**src/rtl/assoc_cache_pkg.sv**
```systemverilog
package assoc_cache_pkg;

    localparam logic [31:0] UNCACHED_BASE = 32'hF000_0000;

    localparam logic [1:0] POL_WBACK      = 2'd0;
    localparam logic [1:0] POL_WT_NOALLOC = 2'd2;

    typedef enum logic [2:0] {
        ST_IDLE,
        ST_LOOKUP,
        ST_WBACK,
        ST_FILL,
        ST_WTHRU,
        ST_BYPASS,
        ST_FLUSH
    } ctl_state_e;

endpackage

```
**src/rtl/assoc_cache_store.sv**
```systemverilog
module assoc_cache_store #(
    parameter int WAYS  = 2,
    parameter int SETS  = 4,
    parameter int WORDS = 4,
    parameter int TAG_W = 26
) (
    input  logic                                 clk,
    input  logic                                 rst_n,
    input  logic [$clog2(SETS)-1:0]              look_set,
    output logic [WAYS-1:0]                      valid_o,
    output logic [WAYS-1:0]                      dirty_o,
    output logic [WAYS-1:0][TAG_W-1:0]           tag_o,
    input  logic [$clog2(WAYS)-1:0]              rd_way,
    input  logic [$clog2(WORDS)-1:0]             rd_word,
    output logic [31:0]                          rd_data,
    input  logic [$clog2(WAYS)-1:0]              op_way,
    input  logic                                 wr_en,
    input  logic [$clog2(WORDS)-1:0]             wr_word,
    input  logic [31:0]                          wr_data,
    input  logic                                 wr_dirty,
    input  logic                                 inst_en,
    input  logic [TAG_W-1:0]                     inst_tag,
    input  logic                                 inv_en,
    input  logic                                 clr_all
);

    typedef struct packed {
        logic [WAYS-1:0][SETS-1:0]                   valid;
        logic [WAYS-1:0][SETS-1:0]                   dirty;
        logic [WAYS-1:0][SETS-1:0][TAG_W-1:0]        tag;
        logic [WAYS-1:0][SETS-1:0][WORDS-1:0][31:0]  data;
    } store_t;

    store_t s_d, s_q;

    always_comb begin
        s_d = s_q;
        if (clr_all) begin
            s_d.valid = '0;
            s_d.dirty = '0;
        end else begin
            if (wr_en) begin
                s_d.data[op_way][look_set][wr_word] = wr_data;
                if (wr_dirty) s_d.dirty[op_way][look_set] = 1'b1;
            end
            if (inst_en) begin
                s_d.valid[op_way][look_set] = 1'b1;
                s_d.dirty[op_way][look_set] = 1'b0;
                s_d.tag[op_way][look_set]   = inst_tag;
            end
            if (inv_en) begin
                s_d.valid[op_way][look_set] = 1'b0;
                s_d.dirty[op_way][look_set] = 1'b0;
            end
        end
    end

    always_ff @(posedge clk or negedge rst_n) begin
        if (!rst_n) s_q <= '0;
        else        s_q <= s_d;
    end

    for (genvar w = 0; w < WAYS; w++) begin : g_way_out
        assign valid_o[w] = s_q.valid[w][look_set];
        assign dirty_o[w] = s_q.dirty[w][look_set];
        assign tag_o[w]   = s_q.tag[w][look_set];
    end

    assign rd_data = s_q.data[rd_way][look_set][rd_word];

    // A line made valid by an install is valid on the next cycle
    assert_install_valid_R4: assert property (@(posedge clk) disable iff (!rst_n)
        (inst_en && !clr_all && !inv_en) |=> s_q.valid[$past(op_way)][$past(look_set)]);

    // After a clear nothing is valid
    assert_clear_empty_R10: assert property (@(posedge clk) disable iff (!rst_n)
        clr_all |=> (s_q.valid == '0));

endmodule

```
**src/rtl/assoc_cache_victim.sv**
```systemverilog
module assoc_cache_victim #(
    parameter int WAYS = 2,
    parameter int SETS = 4
) (
    input  logic                        clk,
    input  logic                        rst_n,
    input  logic                        vic_req,
    input  logic [$clog2(SETS)-1:0]     vic_set,
    input  logic [WAYS-1:0]             vic_valid,
    output logic [$clog2(WAYS)-1:0]     vic_way
);

    localparam int WAY_W = $clog2(WAYS);

    logic [SETS-1:0][WAY_W-1:0] ptr_d, ptr_q;

    always_comb begin
        vic_way = ptr_q[vic_set];
        for (int w = WAYS - 1; w >= 0; w--) begin
            if (!vic_valid[w]) vic_way = WAY_W'(w);
        end
    end

    always_comb begin
        ptr_d = ptr_q;
        if (vic_req && (&vic_valid)) begin
            if (ptr_q[vic_set] == WAY_W'(WAYS - 1)) ptr_d[vic_set] = '0;
            else                                     ptr_d[vic_set] = ptr_q[vic_set] + 1'b1;
        end
    end

    always_ff @(posedge clk or negedge rst_n) begin
        if (!rst_n) ptr_q <= '0;
        else        ptr_q <= ptr_d;
    end

    // A free way is always taken before a valid one
    assert_free_way_first_R8: assert property (@(posedge clk) disable iff (!rst_n)
        (vic_req && !(&vic_valid)) |-> !vic_valid[vic_way]);

endmodule

```
**src/rtl/assoc_cache.sv**
```systemverilog
module assoc_cache
    import assoc_cache_pkg::*;
#(
    parameter int WAYS  = 2,
    parameter int SETS  = 4,
    parameter int WORDS = 4
) (
    input  logic        clk,
    input  logic        rst_n,
    input  logic        cache_en,
    input  logic [1:0]  wr_policy,
    input  logic        cpu_req,
    input  logic        cpu_we,
    input  logic [31:0] cpu_addr,
    input  logic [31:0] cpu_wdata,
    output logic        cpu_busy,
    output logic        cpu_done,
    output logic [31:0] cpu_rdata,
    input  logic        flush_req,
    input  logic        inval_req,
    output logic        mem_req,
    output logic        mem_we,
    output logic [31:0] mem_addr,
    output logic [31:0] mem_wdata,
    input  logic        mem_ack,
    input  logic [31:0] mem_rdata
);

    localparam int WAY_W   = $clog2(WAYS);
    localparam int SET_W   = $clog2(SETS);
    localparam int OFF_W   = $clog2(WORDS);
    localparam int SET_LSB = 2 + OFF_W;
    localparam int TAG_LSB = SET_LSB + SET_W;
    localparam int TAG_W   = 32 - TAG_LSB;

    typedef struct packed {
        ctl_state_e        state;
        logic              we;
        logic [31:0]       addr;
        logic [31:0]       wdata;
        logic [WAY_W-1:0]  way;
        logic [SET_W-1:0]  fset;
        logic [OFF_W-1:0]  cnt;
        logic              flushing;
        logic              done;
        logic [31:0]       rdata;
    } ctl_regs_t;

    ctl_regs_t r_d, r_q;

    logic [TAG_W-1:0] req_tag;
    logic [SET_W-1:0] req_set;
    logic [OFF_W-1:0] req_word;
    logic [SET_W-1:0] cur_set;
    logic             pol_wb, pol_noalloc;

    assign req_tag     = r_q.addr[31:TAG_LSB];
    assign req_set     = r_q.addr[SET_LSB +: SET_W];
    assign req_word    = r_q.addr[2 +: OFF_W];
    assign cur_set     = (r_q.state == ST_FLUSH || r_q.flushing) ? r_q.fset : req_set;
    assign pol_wb      = (wr_policy == POL_WBACK);
    assign pol_noalloc = (wr_policy == POL_WT_NOALLOC);

    // storage interface
    logic [WAYS-1:0]             valid_v, dirty_v;
    logic [WAYS-1:0][TAG_W-1:0]  tag_v;
    logic [WAY_W-1:0]            rd_way, op_way;
    logic [OFF_W-1:0]            rd_word, wr_word;
    logic [31:0]                 rd_data, wr_data;
    logic                        wr_en, wr_dirty, inst_en, inv_en, clr_all;

    // victim interface
    logic                        vic_req;
    logic [WAY_W-1:0]            vic_way;

    assoc_cache_store #(
        .WAYS(WAYS), .SETS(SETS), .WORDS(WORDS), .TAG_W(TAG_W)
    ) u_store (
        .clk      (clk),
        .rst_n    (rst_n),
        .look_set (cur_set),
        .valid_o  (valid_v),
        .dirty_o  (dirty_v),
        .tag_o    (tag_v),
        .rd_way   (rd_way),
        .rd_word  (rd_word),
        .rd_data  (rd_data),
        .op_way   (op_way),
        .wr_en    (wr_en),
        .wr_word  (wr_word),
        .wr_data  (wr_data),
        .wr_dirty (wr_dirty),
        .inst_en  (inst_en),
        .inst_tag (req_tag),
        .inv_en   (inv_en),
        .clr_all  (clr_all)
    );

    assoc_cache_victim #(
        .WAYS(WAYS), .SETS(SETS)
    ) u_victim (
        .clk       (clk),
        .rst_n     (rst_n),
        .vic_req   (vic_req),
        .vic_set   (req_set),
        .vic_valid (valid_v),
        .vic_way   (vic_way)
    );

    // hit search: lowest-numbered matching way wins
    logic             hit;
    logic [WAY_W-1:0] hit_way;

    always_comb begin
        hit     = 1'b0;
        hit_way = '0;
        for (int w = WAYS - 1; w >= 0; w--) begin
            if (valid_v[w] && (tag_v[w] == req_tag)) begin
                hit     = 1'b1;
                hit_way = WAY_W'(w);
            end
        end
    end

    // flush walk: sets ascending inside a way, ways descending
    logic             fl_last, fl_set_wrap;
    logic [SET_W-1:0] fl_next_set;
    logic [WAY_W-1:0] fl_next_way;

    assign fl_set_wrap = (r_q.fset == SET_W'(SETS - 1));
    assign fl_last     = fl_set_wrap && (r_q.way == '0);
    assign fl_next_set = fl_set_wrap ? '0 : r_q.fset + 1'b1;
    assign fl_next_way = fl_set_wrap ? r_q.way - 1'b1 : r_q.way;

    logic last_word;
    assign last_word = (r_q.cnt == OFF_W'(WORDS - 1));

    always_comb begin
        r_d        = r_q;
        r_d.done   = 1'b0;
        mem_req    = 1'b0;
        mem_we     = 1'b0;
        mem_addr   = '0;
        mem_wdata  = '0;
        rd_way     = r_q.way;
        rd_word    = r_q.cnt;
        op_way     = r_q.way;
        wr_word    = r_q.cnt;
        wr_data    = mem_rdata;
        wr_en      = 1'b0;
        wr_dirty   = 1'b0;
        inst_en    = 1'b0;
        inv_en     = 1'b0;
        clr_all    = 1'b0;
        vic_req    = 1'b0;

        unique case (r_q.state)
            ST_IDLE: begin
                if (inval_req) begin
                    clr_all = 1'b1;
                end else if (flush_req) begin
                    r_d.way   = WAY_W'(WAYS - 1);
                    r_d.fset  = '0;
                    r_d.state = ST_FLUSH;
                end else if (cpu_req) begin
                    r_d.we    = cpu_we;
                    r_d.addr  = cpu_addr;
                    r_d.wdata = cpu_wdata;
                    r_d.cnt   = '0;
                    if (!cache_en || cpu_addr >= UNCACHED_BASE) r_d.state = ST_BYPASS;
                    else                                        r_d.state = ST_LOOKUP;
                end
            end

            ST_LOOKUP: begin
                rd_way  = hit_way;
                rd_word = req_word;
                if (hit) begin
                    if (!r_q.we) begin
                        r_d.rdata = rd_data;
                        r_d.done  = 1'b1;
                        r_d.state = ST_IDLE;
                    end else begin
                        op_way   = hit_way;
                        wr_word  = req_word;
                        wr_data  = r_q.wdata;
                        wr_en    = 1'b1;
                        wr_dirty = 1'b1;
                        if (pol_wb) begin
                            r_d.done  = 1'b1;
                            r_d.state = ST_IDLE;
                        end else begin
                            r_d.state = ST_WTHRU;
                        end
                    end
                end else if (r_q.we && pol_noalloc) begin
                    r_d.state = ST_WTHRU;
                end else begin
                    vic_req = 1'b1;
                    op_way  = vic_way;
                    r_d.way = vic_way;
                    r_d.cnt = '0;
                    if (valid_v[vic_way] && dirty_v[vic_way] && pol_wb) begin
                        r_d.state = ST_WBACK;
                    end else begin
                        inv_en    = valid_v[vic_way];
                        r_d.state = ST_FILL;
                    end
                end
            end

            ST_WBACK: begin
                mem_req   = 1'b1;
                mem_we    = 1'b1;
                mem_addr  = {tag_v[r_q.way], cur_set, r_q.cnt, 2'b00};
                mem_wdata = rd_data;
                if (mem_ack) begin
                    if (last_word) begin
                        inv_en       = 1'b1;
                        r_d.cnt      = '0;
                        r_d.flushing = 1'b0;
                        if (r_q.flushing) begin
                            r_d.fset  = fl_next_set;
                            r_d.way   = fl_next_way;
                            r_d.state = fl_last ? ST_IDLE : ST_FLUSH;
                        end else begin
                            r_d.state = ST_FILL;
                        end
                    end else begin
                        r_d.cnt = r_q.cnt + 1'b1;
                    end
                end
            end

            ST_FILL: begin
                mem_req  = 1'b1;
                mem_addr = {req_tag, req_set, r_q.cnt, 2'b00};
                if (mem_ack) begin
                    wr_en = 1'b1;
                    if (last_word) begin
                        inst_en   = 1'b1;
                        r_d.cnt   = '0;
                        r_d.state = ST_LOOKUP;
                    end else begin
                        r_d.cnt = r_q.cnt + 1'b1;
                    end
                end
            end

            ST_WTHRU: begin
                mem_req   = 1'b1;
                mem_we    = 1'b1;
                mem_addr  = r_q.addr;
                mem_wdata = r_q.wdata;
                if (mem_ack) begin
                    r_d.done  = 1'b1;
                    r_d.state = ST_IDLE;
                end
            end

            ST_BYPASS: begin
                mem_req   = 1'b1;
                mem_we    = r_q.we;
                mem_addr  = r_q.addr;
                mem_wdata = r_q.we ? r_q.wdata : 32'h0;
                if (mem_ack) begin
                    r_d.rdata = mem_rdata;
                    r_d.done  = 1'b1;
                    r_d.state = ST_IDLE;
                end
            end

            ST_FLUSH: begin
                if (valid_v[r_q.way] && dirty_v[r_q.way] && pol_wb) begin
                    r_d.flushing = 1'b1;
                    r_d.cnt      = '0;
                    r_d.state    = ST_WBACK;
                end else begin
                    inv_en   = valid_v[r_q.way];
                    r_d.fset = fl_next_set;
                    r_d.way  = fl_next_way;
                    if (fl_last) r_d.state = ST_IDLE;
                end
            end

            default: r_d.state = ST_IDLE;
        endcase
    end

    always_ff @(posedge clk or negedge rst_n) begin
        if (!rst_n) r_q <= '0;
        else        r_q <= r_d;
    end

    assign cpu_busy  = (r_q.state != ST_IDLE);
    assign cpu_done  = r_q.done;
    assign cpu_rdata = r_q.rdata;

    // memory request held steady until acknowledged
    assert_mem_hold_R11: assert property (@(posedge clk) disable iff (!rst_n)
        (mem_req && !mem_ack) |=> (mem_req && $stable(mem_addr) && $stable(mem_we) && $stable(mem_wdata)));

    // completion is a single-cycle pulse
    assert_done_pulse_R11: assert property (@(posedge clk) disable iff (!rst_n)
        cpu_done |=> !cpu_done);

    // no memory traffic while idle
    assert_idle_quiet_R11: assert property (@(posedge clk) disable iff (!rst_n)
        !cpu_busy |-> !mem_req);

    // write-back transfers only happen under the write-back policy
    assert_wb_policy_R5: assert property (@(posedge clk) disable iff (!rst_n)
        (r_q.state == ST_WBACK) |-> (mem_req && mem_we && pol_wb));

    // fill reads stay inside the requested line
    assert_fill_line_R2: assert property (@(posedge clk) disable iff (!rst_n)
        (r_q.state == ST_FILL) |-> (!mem_we && mem_addr[31:SET_LSB] == r_q.addr[31:SET_LSB] && mem_addr[1:0] == 2'b00));

    // bypass transfer uses the exact request address
    assert_bypass_addr_R1: assert property (@(posedge clk) disable iff (!rst_n)
        (r_q.state == ST_BYPASS) |-> (mem_addr == r_q.addr && mem_we == r_q.we));

endmodule

```
**config.mk**
```make
export PLATFORM = sky130hd
export DESIGN_NAME = assoc_cache
export DESIGN_NICKNAME = d
export VERILOG_FILES = /design/src/rtl/assoc_cache_pkg.sv /design/src/rtl/assoc_cache_store.sv /design/src/rtl/assoc_cache_victim.sv /design/src/rtl/assoc_cache.sv
export SDC_FILE = /design/constraint.sdc
export NUM_CORES = 2
export LEC_CHECK = 0
export BUFFER_PORTS_ARGS = -buffer_cell sky130_fd_sc_hd__buf_4
export CORE_UTILIZATION = 52
export CTS_BUF_LIST = sky130_fd_sc_hd__clkbuf_16
export DETAILED_ROUTE_END_ITERATION = 7
export GPL_TIMING_DRIVEN = 0
export PLACE_DENSITY = 0.67
export RECOVER_POWER = 50
export REMOVE_ABC_BUFFERS = 1
export SLEW_MARGIN = 10
export SYNTH_ARGS = -nofsm -noshare
export SYNTH_HDL_FRONTEND = slang
export SYNTH_SLANG_ARGS = --single-unit
```
**constraint.sdc**
```tcl
create_clock -name clk -period 17 [get_ports clk]
set_clock_uncertainty 0.2 [all_clocks]
set_input_delay 3.4 -clock clk [delete_from_list [all_inputs] [get_ports clk]]
set_output_delay 3.4 -clock clk [all_outputs]
set_load 0.1 [all_outputs]
```
Word-level counts from Yosys, hierarchy flattened --
Index checks and enable logic that the tools add are counted.
Storage, ports and cells: flip-flop bits (word level) 1359, word-level logic and storage cells 300, output and inout bits 100, bits of input ports 106
Operators by class: reductions and logical operators 38, multiplexer cells 145, equality and inequality tests 30, $lt $le $gt $ge 13, bitwise logic cells 12, add/sub/neg operators 4
Operators by type and width (count):
- $mux W512 | 3
- $bwmux W1024 | 1
- $demux W512 S1 | 1
- $mux W224 | 2
- $bmux W128 S2 | 1
- $demux W128 S2 | 1
- $mux W128 | 2
- $mux W32 | 7
- $bwmux W208 | 1
- $pmux W32 S3 | 2
- $mux W26 | 5
- $bmux W26 S2 | 2
- $demux W104 S1 | 1
- $mux W104 | 1
- $mux W73 | 1
- $mux W68 | 1
- $mux W33 | 2
- $mux W65 | 1
- $bmux W32 S2 | 1
- $demux W32 S2 | 1
- $pmux W32 S2 | 1
- $mux W3 | 20
- $demux W26 S2 | 1
- $eq A26 B26 Y1 | 2
- other kinds (54) | 181

Logic depth before layout (Yosys ltp) --
depth in word-level cells 26, mapped depth 21, mapped depth without buffers 12

Cells and area by module --
From an unflattened synthesis, not the netlist that was laid out.
Second synthesis, totals: cell total of the unflattened synthesis 4253, area, all modules 64585.7 um^2
By module, submodules not included:
- assoc_cache_store | times used 1, seq. area each 31230.0 um^2, area each 56997.2 um^2, cells an instance 3554
- assoc_cache | times used 1, seq. area each 2677.6 um^2, area each 7365.8 um^2, cells an instance 679
- assoc_cache_victim | times used 1, seq. area each 100.1 um^2, area each 222.7 um^2, cells an instance 20

Worst setup path before layout --
OpenSTA, ideal clock, no wires.
kind reg-to-output, start reg r_q[106] (netlist bit), end out mem_addr[15], cell stages (with the launch flop) 16, data required time 13400 ps, setup slack 7599 ps, buffers on the path 10, arrival time 5801 ps, cells stage by stage dfrtp_1 > buf_4 > and3b_1 > buf_2 > o21a_1 > buf_2 > nor2_2 > buf_2 > buf_4 > clkbuf_1 > clkbuf_1 > clkbuf_1 > clkbuf_1 > clkbuf_1 > mux4_2 > o21ai_0
On the way: word-level cells in the longest chain between the ends 8, elaborated cells between the ends (all ways) 15, classes of those cells eq/ne: 5; mux: 8; reduce/logical: 2
Ends and longest elaborated chain:
- from (decl) | line assoc_cache.sv:49 | ctl_regs_t r_d, r_q;
- from (signal assigned) | line assoc_cache.sv:292 | else r_q <= r_d;
- $eq A3 B3 Y1 | line assoc_cache.sv:60 | assign cur_set = (r_q.state == ST_FLUSH || r_q.flushing) ? r_q.fset : req_set;
- $logic_or A1 B1 Y1 | line assoc_cache.sv:60
- $mux W2 | line assoc_cache.sv:60
- $bmux W26 S2 | line assoc_cache_store.sv:66 | assign tag_o[w] = s_q.tag[w][look_set];
- $mux W26 (not written as such) | line assoc_cache_store.sv:66
- $mux W26 (not written as such) (2 in series) | line assoc_cache.sv:215 | mem_addr = {tag_v[r_q.way], cur_set, r_q.cnt, 2'b00};
- $pmux W32 S3 * | line assoc_cache.sv:157 | unique case (r_q.state)
- to (decl) | line assoc_cache.sv:23 | output logic [31:0] mem_addr,
Every way passes the cells marked *; elsewhere a longest branch is shown, timed or not. The select of a mux whose other input is x is not followed.

Worst setup path after layout --
start reg r_q[106] (netlist bit), end out mem_wdata[22]
On the way: word-level cells in the longest chain between the ends 17, elaborated cells between the ends (all ways) 30, classes of those cells eq/ne: 7; mux: 20; reduce/logical: 3
Ends and longest elaborated chain:
- $eq A3 B3 Y1 | line assoc_cache.sv:60
- $logic_or A1 B1 Y1 | line assoc_cache.sv:60
- $mux W2 | line assoc_cache.sv:60
- $bmux W26 S2 | line assoc_cache_store.sv:66
- $mux W26 (not written as such) | line assoc_cache_store.sv:66
- $eq A26 B26 Y1 | line assoc_cache.sv:118 | if (valid_v[w] && (tag_v[w] == req_tag)) begin
- $logic_and A1 B1 Y1 | line assoc_cache.sv:118
- $mux W1 (2 in series) | line assoc_cache.sv:118
- $mux W1 | line assoc_cache.sv:157
- $mux W512 (not written as such) (2 in series) | line assoc_cache_store.sv:69 | assign rd_data = s_q.data[rd_way][look_set][rd_word];
- $bmux W128 S2 | line assoc_cache_store.sv:69
- $mux W128 (not written as such) | line assoc_cache_store.sv:69
- $bmux W32 S2 | line assoc_cache_store.sv:69
- $mux W32 (not written as such) | line assoc_cache_store.sv:69
- $pmux W32 S3 * | line assoc_cache.sv:157
- to (decl) | line assoc_cache.sv:24 | output logic [31:0] mem_wdata,
Marks and branches as above.

==> results by stage <==
Routing:
- After detailed routing, the number of remaining DRC violations is 0.
- The first detailed-routing pass took 6 iterations.
- The total vias in the final route is 53.4k.
- Dividing the detail-routed wire length by the instance count gives 24.7 um.
- After detailed routing, the number of vias per cell comes to 6.23.
- The total wire length after detailed routing is 211000 um.
- The number of design-rule violations left by the first detailed-router iteration is 5507.
- In this run the remaining antenna-violating nets after routing total 0.

Floorplan:
- The count of pins on the block boundary is 206.
- The core area is 128000 um2.
- The die area is 130000 um2.
- Measured along the y axis, the die boundary spans 361 um.
- The initial utilization of the core area, before any placement, comes to 0.524.
- Row generation in the floorplan step produced 131 rows.
- The horizontal die dimension is 361 um.

Layout:
- For this run, the post-layout net count is 6896.
- The number of non-filler instances in the completed layout is 8562.
- The area growth from synthesis to layout is 14.0%.
- Leaving out fill and tap cells, the most frequent cell in the layout is sky130_fd_sc_hd__nand2_1.
- The post-route cell area is 76400 um2.
- Registers take 34000 um2.
- The final-layout fill cell count is 10.4k.
- Leaving out fill and tap cells, the most frequent cells in the layout are sky130_fd_sc_hd__nand2_1 (1920), sky130_fd_sc_hd__dfrtp_1 (1358), sky130_fd_sc_hd__mux2_2 (693).
- The share of cells above drive strength 1 is 0.197.
- The number of inserted diodes is 0.
- The total area of multi-input combinational cells is 30400 um2.
- Measured on the finished design, the core utilization comes to 0.598.

GRT:
- The via count of the first global-routing pass is 52.1k.
- The global route total overflow is 0.
- The initial antenna violation count was 1.
- The global-route total usage across every layer is 0.324.
- Entering global routing, the biggest net connects 163 pins.
- The first global-routing pass estimated 323000 um of wire.

Timing:
- The maximum clock frequency is 71.8 MHz.
- The final-report max-slew violation count is 426.
- The count of final hold-check violations came to 0.
- The actual slew at the worst max-slew pin is 8.67 ns.
- Setup violations remaining at the end of the flow were counted as 0.
- Setup repair after global routing left no endpoint under its margin.
- For the finished layout, the period the worst path requires is 13.93 ns.
- The final cycle utilization of the critical path is 0.819.
- The setup slack of the critical path after layout is 3.07 ns.
- Headroom to the max-slew limit came out at -4.78.

Outcome:
- The flow ran to the end, but the final reports show violations.
- The final reports fail on capacitance limit, slew limit.

Yosys:
- The main flop type after synthesis is sky130_fd_sc_hd__dfrtp_1.
- After synthesis, the share of flip-flops with an asynchronous set or reset is 1.00.
- The part of the Yosys area used for sequential elements is 0.508.
- The netlist uses 83 different library cells.
- During synthesis, Yosys emitted a total of 0 warnings.
- The synthesized design contains 0 enable-type register cells.
- The cell count after synthesis came out at 6878.
- The synthesized area per cell is 9.74 um2.
- The mapped netlist covers 67000 um2.
- The number of synthesized register bits is 1359.

Place:
- Once placement completed, the tool counted placed cells totaling 8299.
- The congestion estimate from routability-driven global placement came to 0.823.
- The cell area after placement is 72200 um2.
- The sum of net half-perimeters after detailed placement is 134000 um.
- In this run the tool buffered the top-level ports with 205 buffer cells.
- The worst slack after detailed placement is 5.94 ns.

Job:
- Across the run, the number of max-cap violations was 6.

Worst setup path:
- The cell with the largest stage delay on the worst path is sky130_fd_sc_hd__nand2_1.
- The critical path goes through and3b_1, o21ai_0, clkbuf_1, nand2_1, buf_16, buf_16, mux4_2, xnor2_1, nand4_1, or4_1, a311oi_4, buf_6, buf_6, buf_6, buf_8, buf_8, mux2i_1, nand2_1, a32o_1, a22o_1, buf_4.
- The largest stage delay on the critical path is 1.42 ns.
- The startpoint type of the worst setup path is a flop.
- The cell family contributing the most delay on the critical path is simple AND/OR/NAND/NOR gates.
- At the worst endpoint, the required time is 13.40 ns.
- Counting stages on the worst path, the most repeated cell is sky130_fd_sc_hd__buf_6.
- The critical path contains buffers and inverters numbering 9 combined.
- STA puts the critical path data arrival time at 10.33 ns.
- Along the worst path, the maximum fanout reaches 51.
- The category of the worst setup path capture point is a primary output.
- The worst setup path is of the flop to primary output kind.

Clock tree:
- The number of clock buffers inserted by TritonCTS is 149.
- The number of resized instances in the post-cts repair step is 0.
- TritonCTS built the clock tree.
- CTS saw 1359 sinks.
- After clock tree synthesis, the clock-pin slew on the worst setup and hold paths is 0.06 ns.
- Clock tree synthesis selected as its root buffer the cell sky130_fd_sc_hd__clkbuf_16.
- After clock tree synthesis, the flow added hold-fix buffers numbering 0.
- The maximum level of the CTS H-tree is 4.
- The number of setup buffers added after CTS is 0.
- The clock passes through at most 3 buffers.
- The latest clock arrival within the worst-skew pair is 0.79 ns.

Power and ir drop:
- The share of total power dissipated in sequential elements is 0.327.
- The worst supply voltage drop on vdd is 0.000216 V.
- The analysis attributes to cell leakage a power of 34.5 nW.
- The net load switching power is 6.39 mW.
- The switching portion of total power is 0.432.
- For this design the ratio of total power to cell area is 194 nW/um2.
- The proportion of power drawn by the clock network is 0.211.
- The design draws 14.8 mW.
- The combinational power share is 0.463.
- The internal power component is 8.42 mW.

Worst hold path:
- The path category of the worst min-delay check is flop to flop.
==> power groups by stage <==
stage | clock network, mW | logic, mW | registers (mW)
6_report | 3.12 | 6.85 | 4.84
5_1_grt | 3.28 | 7.33 | 4.95
4_1_cts | 3.15 | 6.83 | 4.81
3_5_place_dp | 0 | 6.79 | 4.86
3_3_place_gp | 0 | 6.62 | 4.81
2_1_floorplan | 0 | 4.38 | 4.92
==> layout make-up <==
class | count | area share
clock buffers | 154 | 0.0505
clock inverters | 109 | 0.00988
inverters | 29 | 0.00144
multi-input cells | 4834 | 0.397
flip-flops and latches | 1359 | 0.445
well taps | 1662 | 0.0272
repair buffers | 415 | 0.0683
==> synth_stat cells (17+ instances only) <==
library cell	n	share of area
sky130_fd_sc_hd__nand2_1	1922	0.11
sky130_fd_sc_hd__dfrtp_1	1359	0.51
sky130_fd_sc_hd__mux2_2	693	0.12
sky130_fd_sc_hd__o21ai_0	649	0.049
sky130_fd_sc_hd__clkbuf_1	468	0.026
sky130_fd_sc_hd__and3_1	226	0.021
sky130_fd_sc_hd__a31oi_1	215	0.020
sky130_fd_sc_hd__mux2i_1	166	0.025
sky130_fd_sc_hd__nand3_1	128	0.0096
sky130_fd_sc_hd__o22ai_1	81	0.0076
sky130_fd_sc_hd__a22o_1	69	0.0090
sky130_fd_sc_hd__a21oi_1	65	0.0049
sky130_fd_sc_hd__buf_2	63	0.0047
sky130_fd_sc_hd__buf_4	58	0.0065
sky130_fd_sc_hd__nor2_1	58	0.0033
sky130_fd_sc_hd__mux2_1	56	0.0094
sky130_fd_sc_hd__buf_1	51	0.0029
sky130_fd_sc_hd__and2_1	42	0.0039
sky130_fd_sc_hd__o211ai_1	40	0.0045
sky130_fd_sc_hd__xnor2_1	39	0.0051
sky130_fd_sc_hd__a21o_1	35	0.0039
sky130_fd_sc_hd__a32o_1	35	0.0052
sky130_fd_sc_hd__nor3_1	33	0.0025
sky130_fd_sc_hd__or3_1	31	0.0029
sky130_fd_sc_hd__inv_1	28	0.0016
sky130_fd_sc_hd__mux4_2	21	0.0071
sky130_fd_sc_hd__a22oi_1	19	0.0021
sky130_fd_sc_hd__a211oi_1	18	0.0020
sky130_fd_sc_hd__nand4_1	17	0.0016
==> sequential cells by signal, indices dropped and copies added, names as in the netlist <==
name / cells
u_store.s_q: 1248
r_q: 74
cpu_rdata: 32
u_victim.ptr_q: 4
cpu_done: 1
==> worst register-to-register path, cell delays in order, from the launching register on <==
cell	delay, ns
sky130_fd_sc_hd__dfrtp_1	0.75
sky130_fd_sc_hd__and3b_1	0.80
sky130_fd_sc_hd__o21ai_0	0.64
sky130_fd_sc_hd__clkbuf_1	0.46
sky130_fd_sc_hd__nand2_1	1.68
sky130_fd_sc_hd__buf_16	0.34
sky130_fd_sc_hd__clkbuf_1	2.39
sky130_fd_sc_hd__nor2_1	1.50
sky130_fd_sc_hd__nand3_1	1.10
sky130_fd_sc_hd__clkbuf_1	1.15
sky130_fd_sc_hd__mux2_2	0.46
==> routing by layer <==
metal | part of all wire | wire (um) | up-vias | track usage
met5 | 0 | 0 | - | 0
met4 | 0.048 | 10200 | 0 | 0.152
met3 | 0.079 | 16600 | 578 | 0.0598
met2 | 0.47 | 98600 | 2250 | 0.516
met1 | 0.41 | 85700 | 26880 | 0.430
li1 | - | - | 23657 | -
==> path summary, 6_finish.rpt <==
| kind | from | endpoint | slack [ns] | cells past startpoint |
|---|---|---|---|---|
| hold / removal | u_victim.ptr_q[3] | u_victim.ptr_q[3] | 0.27 | 1 |
| setup reg to reg | r_q[106] | u_store.s_q[1163] | 5.43 | 10 |
| setup / recovery | r_q[106] | mem_wdata[22] | 3.07 | 21 |
| max in group asynchronous | rst_n | r_q[38] | 4.82 | 2 |
| hold reg to reg | u_victim.ptr_q[3] | u_victim.ptr_q[3] | 0.27 | 1 |
| min in group asynchronous | rst_n | r_q[66] | 2.42 | 1 |
==> metrics by stage <==
stage | setup TNS (ns) | hold WS, ns
6_report | 0 | 0.274
5_1_grt | 0 | 0.286
2_1_floorplan | -884.75 | 0.236
3_3_place_gp | - | 0.252
3_5_place_dp | 0 | 0.261
4_1_cts | 0 | 0.274
==> logic make-up (layout without fill, tap and decap cells) <==
kind of cell,Yosys count,after routing,synth area share
buffers and inverters,685,707,0.0447
AO/OA/AOI/OAI,1313,1313,0.121
flip-flops,1359,1359,0.508
AND/OR/NAND/NOR,2534,2534,0.162
adder cells (fa/ha/maj),2,2,0.000374
multiplexers,937,937,0.158
XOR/XNOR,48,48,0.00628
Note: power is estimated with default switching activity, not from simulation.
